===== src/rtl/fl_pkg.sv =====
package fl_pkg;

    localparam int FL_CODE_W_DEF = 4;
    localparam int FL_CUR_W_DEF  = 3;
    localparam int FL_STEP_DEF   = 4;

    typedef enum logic {
        FL_MODE_MANUAL = 1'b0,
        FL_MODE_TIMED  = 1'b1
    } fl_mode_e;

    typedef struct packed {
        logic run;   // timed mode active with gain set
        logic hold;  // power-down: stay at load state
        logic load;  // software write of 1: restart period
    } fl_ctl_t;

    function automatic logic timed_active(logic en, logic mode);
        return en && (fl_mode_e'(mode) == FL_MODE_TIMED);
    endfunction

endpackage


===== src/rtl/fl_timeout_counter.sv =====
module fl_timeout_counter
    import fl_pkg::*;
#(
    parameter int CODE_W = FL_CODE_W_DEF,
    parameter int STEP   = FL_STEP_DEF,
    parameter int CNT_W  = $clog2((2**CODE_W) * STEP + 1)
) (
    input  logic              clk,
    input  logic              rst,
    input  fl_ctl_t           ctl,
    input  logic              tick,
    input  logic [CODE_W-1:0] code,
    output logic              expire
);

    logic [CNT_W-1:0] cnt_q;
    logic [CNT_W-1:0] load_val;
    logic             at_last;
    logic             restart;

    assign load_val = (CNT_W'(code) + CNT_W'(1)) * CNT_W'(STEP);
    assign at_last  = (cnt_q == CNT_W'(1));
    assign restart  = ctl.load || ctl.hold || !ctl.run;
    assign expire   = !restart && tick && at_last;

    always_ff @(posedge clk) begin
        if (rst) begin
            cnt_q <= load_val;
        end else if (restart) begin
            cnt_q <= load_val;
        end else if (tick) begin
            if (at_last) begin
                cnt_q <= load_val;
            end else begin
                cnt_q <= cnt_q - CNT_W'(1);
            end
        end
    end

endmodule


===== src/rtl/fl_gain_reg.sv =====
module fl_gain_reg (
    input  logic clk,
    input  logic rst,
    input  logic wr,
    input  logic wr_val,
    input  logic expire,
    output logic gain_q,
    output logic auto_clr_q
);

    always_ff @(posedge clk) begin
        if (rst) begin
            gain_q     <= 1'b0;
            auto_clr_q <= 1'b0;
        end else begin
            auto_clr_q <= expire && !wr;
            if (wr) begin
                gain_q <= wr_val;
            end else if (expire) begin
                gain_q <= 1'b0;
            end
        end
    end

endmodule


===== src/rtl/fl_current_mux.sv =====
module fl_current_mux #(
    parameter int CUR_W = 3
) (
    input  logic             sel_boost,
    input  logic [CUR_W-1:0] cur_lo,
    input  logic [CUR_W-1:0] cur_hi,
    output logic [CUR_W-1:0] cur_out
);

    always_comb begin
        cur_out = sel_boost ? cur_hi : cur_lo;
    end

endmodule


===== src/rtl/fl_current_timer.sv =====
module fl_current_timer
    import fl_pkg::*;
#(
    parameter int CODE_W = FL_CODE_W_DEF,
    parameter int CUR_W  = FL_CUR_W_DEF,
    parameter int STEP   = FL_STEP_DEF
) (
    input  logic              clk,
    input  logic              rst,
    input  logic              fl_enable,
    input  logic              fl_mode,
    input  logic [CODE_W-1:0] timeout_code,
    input  logic [CUR_W-1:0]  cur_primary,
    input  logic [CUR_W-1:0]  cur_secondary,
    input  logic              gain_wr,
    input  logic              gain_wr_val,
    input  logic              tick,
    input  logic              power_down,
    output logic [CUR_W-1:0]  cp_cur,
    output logic              gain_bit,
    output logic              auto_clr
);

    localparam int CNT_W = $clog2((2**CODE_W) * STEP + 1);

    fl_ctl_t ctl;
    logic    expire;

    always_comb begin
        ctl.run  = timed_active(fl_enable, fl_mode) && gain_bit;
        ctl.hold = power_down;
        ctl.load = gain_wr && gain_wr_val;
    end

    fl_timeout_counter #(
        .CODE_W (CODE_W),
        .STEP   (STEP),
        .CNT_W  (CNT_W)
    ) tmr_i (
        .clk    (clk),
        .rst    (rst),
        .ctl    (ctl),
        .tick   (tick),
        .code   (timeout_code),
        .expire (expire)
    );

    fl_gain_reg gain_i (
        .clk        (clk),
        .rst        (rst),
        .wr         (gain_wr),
        .wr_val     (gain_wr_val),
        .expire     (expire),
        .gain_q     (gain_bit),
        .auto_clr_q (auto_clr)
    );

    fl_current_mux #(.CUR_W(CUR_W)) mux_i (
        .sel_boost (gain_bit),
        .cur_lo    (cur_primary),
        .cur_hi    (cur_secondary),
        .cur_out   (cp_cur)
    );

endmodule


===== config.mk =====
export PLATFORM = sky130hd
export DESIGN_NAME = fl_current_timer
export DESIGN_NICKNAME = d
export VERILOG_FILES = /design/src/rtl/fl_pkg.sv /design/src/rtl/fl_timeout_counter.sv /design/src/rtl/fl_gain_reg.sv /design/src/rtl/fl_current_mux.sv /design/src/rtl/fl_current_timer.sv
export SDC_FILE = /design/constraint.sdc
export NUM_CORES = 1
export LEC_CHECK = 0
export BUFFER_PORTS_ARGS = -buffer_cell sky130_fd_sc_hd__buf_4
export CELL_PAD_IN_SITES_DETAIL_PLACEMENT = 1
export CELL_PAD_IN_SITES_GLOBAL_PLACEMENT = 1
export CORE_MARGIN = 5
export CORE_UTILIZATION = 38
export CTS_CLUSTER_DIAMETER = 50
export DETAILED_ROUTE_END_ITERATION = 7
export HOLD_SLACK_MARGIN = 0.02
export PLACE_DENSITY_LB_ADDON = 0.1
export SLEW_MARGIN = 20
export SYNTH_ARGS = -nofsm -noshare
export SYNTH_HDL_FRONTEND = slang
export SYNTH_SLANG_ARGS = --single-unit

===== constraint.sdc =====
create_clock -name clk -period 4.75 [get_ports clk]
set_clock_uncertainty 0.2 [all_clocks]
set_input_delay 0.2375 -clock clk [delete_from_list [all_inputs] [get_ports clk]]
set_output_delay 0.2375 -clock clk [all_outputs]
set_load 0.03 [all_outputs]

After elaboration in Yosys (flattened, before gate mapping)
Index checks and enable logic that the tools add are counted.
- output and inout port bits: 5
- logic and storage cells: 28
- bits in registers: 9
- equal/unequal tests: 1
- reductions and logical operators: 14
- add/sub/neg operators: 2
- mux-type cells: 7
- operator list (cell ; count):
    $mux W7 ; 4
    $eq A7 B1 Y1 const B ; 1
    $sub A7 B1 Y7 const B ; 1
    $logic_and A1 B1 Y1 ; 6
    $add A4 B1 Y5 const B ; 1
    $logic_not A1 Y1 ; 3
    $mux W3 ; 1
    $reduce_bool A3 Y1 ; 1
    $logic_or A1 B1 Y1 ; 2
    $mux W1 ; 2
    $reduce_bool A2 Y1 ; 1
    $reduce_or A2 Y1 ; 1

Longest topological paths before layout
- depth in word-level cells: 9
- depth in mapped cells: 6
- depth with buffers taken out: 6

By module
A second synthesis with hierarchy kept.
- cells, all modules: 69
- area total of the unflattened synthesis: 671.9 um^2
- by module, submodules not included (module ; cells each ; seq. area each (um^2) ; area each (um^2) ; times used):
    fl_timeout_counter ; 58 ; 190.2 ; 560.5 ; 1
    fl_gain_reg ; 6 ; 40.0 ; 65.1 ; 1
    fl_current_mux ; 3 ; 0.0 ; 33.8 ; 1
    fl_current_timer ; 2 ; 0.0 ; 12.5 ; 1

Worst setup path after synthesis
No wires, ideal clock.
- kind: reg2reg
- from: reg gain_i.gain_q
- to: reg tmr_i.cnt_q[6] (data pin)
- arrival: 1444 ps
- data required time: 4294 ps
- setup time: 256 ps
- path buffers: 0
- path slack: 2851 ps
- clock period less this slack: 1899 ps
- stages on the path, launching flop included: 5
- cells stage by stage: dfxtp_1 > nand4b_1 > a211oi_1 > o22ai_1 > a31o_2
- cells in the longest elaborated chain, start to end: 5
- RTL lines (element ; line ; source):
    start, declared ; fl_gain_reg.sv:7 ; output logic gain_q,
    start signal, assigned ; fl_gain_reg.sv:18 ; gain_q <= wr_val;
    $logic_and A1 B1 Y1 ; fl_current_timer.sv:30 ; ctl.run = timed_active(fl_enable, fl_mode) && gain_bit;
    $logic_not A1 Y1 ; fl_timeout_counter.sv:23 ; assign restart = ctl.load || ctl.hold || !ctl.run;
    $logic_or A1 B1 Y1 ; fl_timeout_counter.sv:23 ;
    $mux W7 ; fl_timeout_counter.sv:29 ; end else if (restart) begin
    $mux W7 ; fl_timeout_counter.sv:27 ; if (rst) begin
    end signal, assigned ; fl_timeout_counter.sv:28 ; cnt_q <= load_val;
    end signal, assigned ; fl_timeout_counter.sv:30 ; cnt_q <= load_val;
    end signal, assigned ; fl_timeout_counter.sv:33 ; cnt_q <= load_val;
    end, declared ; fl_timeout_counter.sv:16 ; logic [CNT_W-1:0] cnt_q;
Every way passes these cells.
A chain may end at the register's enable or synchronous reset.

Worst setup path in the final report
- from: reg tmr_i.cnt_q[1]
- to: reg tmr_i.cnt_q[4] (data pin)
- cells in the longest elaborated chain, start to end: 5
- elaborated cells on any way between the ends: 6
- RTL lines (element ; line ; source):
    $sub A7 B1 Y7 or $eq A7 B1 Y1 (tied branches) ; fl_timeout_counter.sv:35, fl_timeout_counter.sv:22 ;
    $mux W7 * ; fl_timeout_counter.sv:32 ; if (at_last) begin
    $mux W7 * ; fl_timeout_counter.sv:31 ; end else if (tick) begin
    $mux W7 * ; fl_timeout_counter.sv:29 ;
    $mux W7 * ; fl_timeout_counter.sv:27 ;
Every way passes the cells marked *; elsewhere a longest branch is shown, timed or not. The select of a mux whose other input is x is not followed.

==> qor.csv <==
stage,metric,value,unit
worst_setup_path,startpoint types,flip-flop,
pwr,Power Dens Cells,222,nW/um2
sta,Hold WS,0.0896,ns
clocking,CTS tree,yes,
route,total number of vias,626,
pwr,Static Leak,0.353,nW
sta,total negative slack,0,ns
route,Routed WL,1.85,mm
global_route,vias in the first global route,697,
clocking,CTS resizes,0,
sta,min Tclk post-route,1.99,ns
synth,share of the synthesized area in the top cell type,0.228,
synth,"top cells by area, synth","edfxtp_1 23%, dfxtp_1 12%, ha_1 5.7%",
placed_design,Placed Instance Area,842,um2
worst_setup_path,CP endpoint kind,flip-flop,
worst_hold_path,Hold Path Cell Cnt,2,
worst_setup_path,worst-case reg-to-reg path depth,6,
synth,"count leader, synth",nor3_1,
sta,Max Clk Rate,502,MHz
route,DRC viols,0,
cells_and_area,nets,115,
die,Core Rows,15,
placed_design,HPWL Detailed,1.47,mm
cells_and_area,Final Core Density,0.526,
route,Starting DRT DRC Count,7,
clocking,Root Driver,clkbuf_4,
global_route,global-route wire length before repair,3.19,mm
route,drt first pass iters,4,
die,Die H,51.7,um
synth,Mapped Area,659,um2
synth,combinational family with the most area after synthesis,simple AND/OR/NAND/NOR gates,
placed_design,I/O Buffers,22,
worst_setup_path,CP arrival,1.79,ns
run,total of max-cap violations,0,
sta,RSZ-0062 raised after global routing,no,
worst_setup_path,crit path kind,reg2reg,
sta,final hold viol count,0,
synth,Simple-Gate Fraction of Synth Area,0.237,
sta,worst-margin pin slew,0.502,ns
route,Final ANT Viol Nets,0,
global_route,GRT Residual Overflow,0,
sta,Final setup violation count,0,
synth,Post-synth top cells,"6 x nor3_1, 5 x edfxtp_1, 5 x nor2_1, 4 x dfxtp_1, 4 x xnor2_1",
synth,Yosys cell types,27,
pwr,"Power, Total",0.000198,W
clocking,worst-skew pair later-pin latency,0.25,ns
sta,part of the cycle the worst path needs,0.419,
die,initial standard-cell utilization of the core,0.390,
clocking,Clock Sinks,9,
die,core box area,1690,um2
global_route,total track usage,0.165,
route,vias per cell,5.69,
synth,post-synthesis mux area share,0.0816,
cells_and_area,fin area,888,um2
synth,sequential share of the synthesized area,0.349,
cells_and_area,n_diodes,0,
sta,headroom to the max-slew limit,0.664,
clocking,CTS Buf Count,3,
placed_design,RD Place Congestion,0.756,
cells_and_area,Area Overhead vs Synth,34.7,%
clocking,H-tree Lvls,1,
synth,"area leader, netlist",edfxtp_1,
sta,Slew Limit Fails,0,
synth,post-synthesis compound-gate area fraction,0.165,
cells_and_area,ratio of cells with drive above 1 in the final layout,0.366,
clocking,register clock-pin slew on the reported worst setup and hold paths,0.06,ns
route,wire per inst,16.8,um
worst_hold_path,Min-Delay Path Class,in2reg,
synth,Cells after Synth,66,
worst_setup_path,Worst Path Max Fanout,5,
clocking,clk buf depth,2,
synth,number of warnings issued by yosys,0,
synth,asr flop ratio synth,0,
die,# IOs,23,
clocking,"Hold-fix buffers, CTS",2,
synth,Syn Nets,87,
synth,Synth Register Bits,9,
clocking,Post-CTS Setup Inserts,0,
synth,ys flop type,edfxtp_1,
synth,Mapped Avg Cell Area,9.99,um2
worst_setup_path,critical path required time,4.55,ns
synth,Post-synth EDFFs,5,
synth,Adder-Cell Fraction of Synth Area,0.0569,
global_route,initial antenna violation count,0,
run_status,status,finished clean,
pwr,worst ir drop on vdd,0.152,mV
die,die span in x,51.7,um
global_route,pin count of the biggest net entering global routing,15,
die,die area,2670,um2
synth,xor-xnor portion of the synthesized cell area,0.0930,
## power by group
group | switching [W] | leakage (nW) | internal (W)
clock network | 0.0000247 | 0.0150 | 0.0000322
registers | 0.00000605 | 0.0869 | 0.0000868
logic | 0.0000219 | 0.251 | 0.0000259
## cell type report
class                      count  area (um2)
fill                         212         801
multi-input combinational     54         418
sequential                     9         230
timing repair buffer          24         185
clock buffer                   4        26.3
tap                           17        21.3
inverter                       2        7.51
## worst paths after layout
check	startpoint	to	slack, ns
worst max-delay path	tmr_i.cnt_q[1]	tmr_i.cnt_q[4]	2.76
worst max register to register	tmr_i.cnt_q[1]	tmr_i.cnt_q[4]	2.76
worst min register to register	tmr_i.cnt_q[1]	tmr_i.cnt_q[1]	0.35
worst min-delay path	tick	tmr_i.cnt_q[1]	0.09
## worst max-delay path: stages (launching register included)
cell     delay (ns)
dfxtp_1        0.34
inv_1          0.10
ha_1           0.17
nor4b_4        0.29
and2_4         0.24
nor3_1         0.06
a221o_1        0.34
## cells in the final DEF, fill, tap and decap left out, types with 2 or more instances in the layout
cell type	synthesis	layout
nor3_1	6	6
xor2_1	3	3
o22ai_1	2	2
nand3_1	3	3
xnor2_1	4	4
nor2_1	5	5
clkbuf_4	0	3
a221o_1	2	2
a211oi_1	3	3
a21oi_1	2	2
ha_1	3	3
dlygate4sd3_1	0	2
nand2_1	3	3
mux2_2	3	3
dfxtp_1	4	4
buf_4	0	22
edfxtp_1	5	5
inv_1	2	2
mux2i_1	2	2
a31o_2	3	3
and3_1	2	2
## routing by layer
metal	part of all wire	GRT usage
met5	0	0
met4	0.012	0.0393
met3	0.053	0.0630
met2	0.55	0.311
met1	0.39	0.168
## stage by stage
step                setup WS [ns]  std cells
global placement             2.79        104
floorplan                    2.85         66
detailed placement           2.79        104
finish                       2.76        110
global route                 2.63        110
CTS                          2.75        110
## state kept, by name, indices dropped and copies added (netlist names)
register and cells:
tmr_i.cnt_q 7, gain_i.auto_clr_q 1, gain_i.gain_q 1
## cells by family after synthesis
| family | Yosys count |
|---|---|
| compound gates | 13 |
| simple gates | 26 |
| xor+xnor | 7 |
| buf+inv | 3 |
| flops | 9 |
| fa+ha+maj | 3 |
| mux | 5 |
Power figures use the tool's default switching activity.
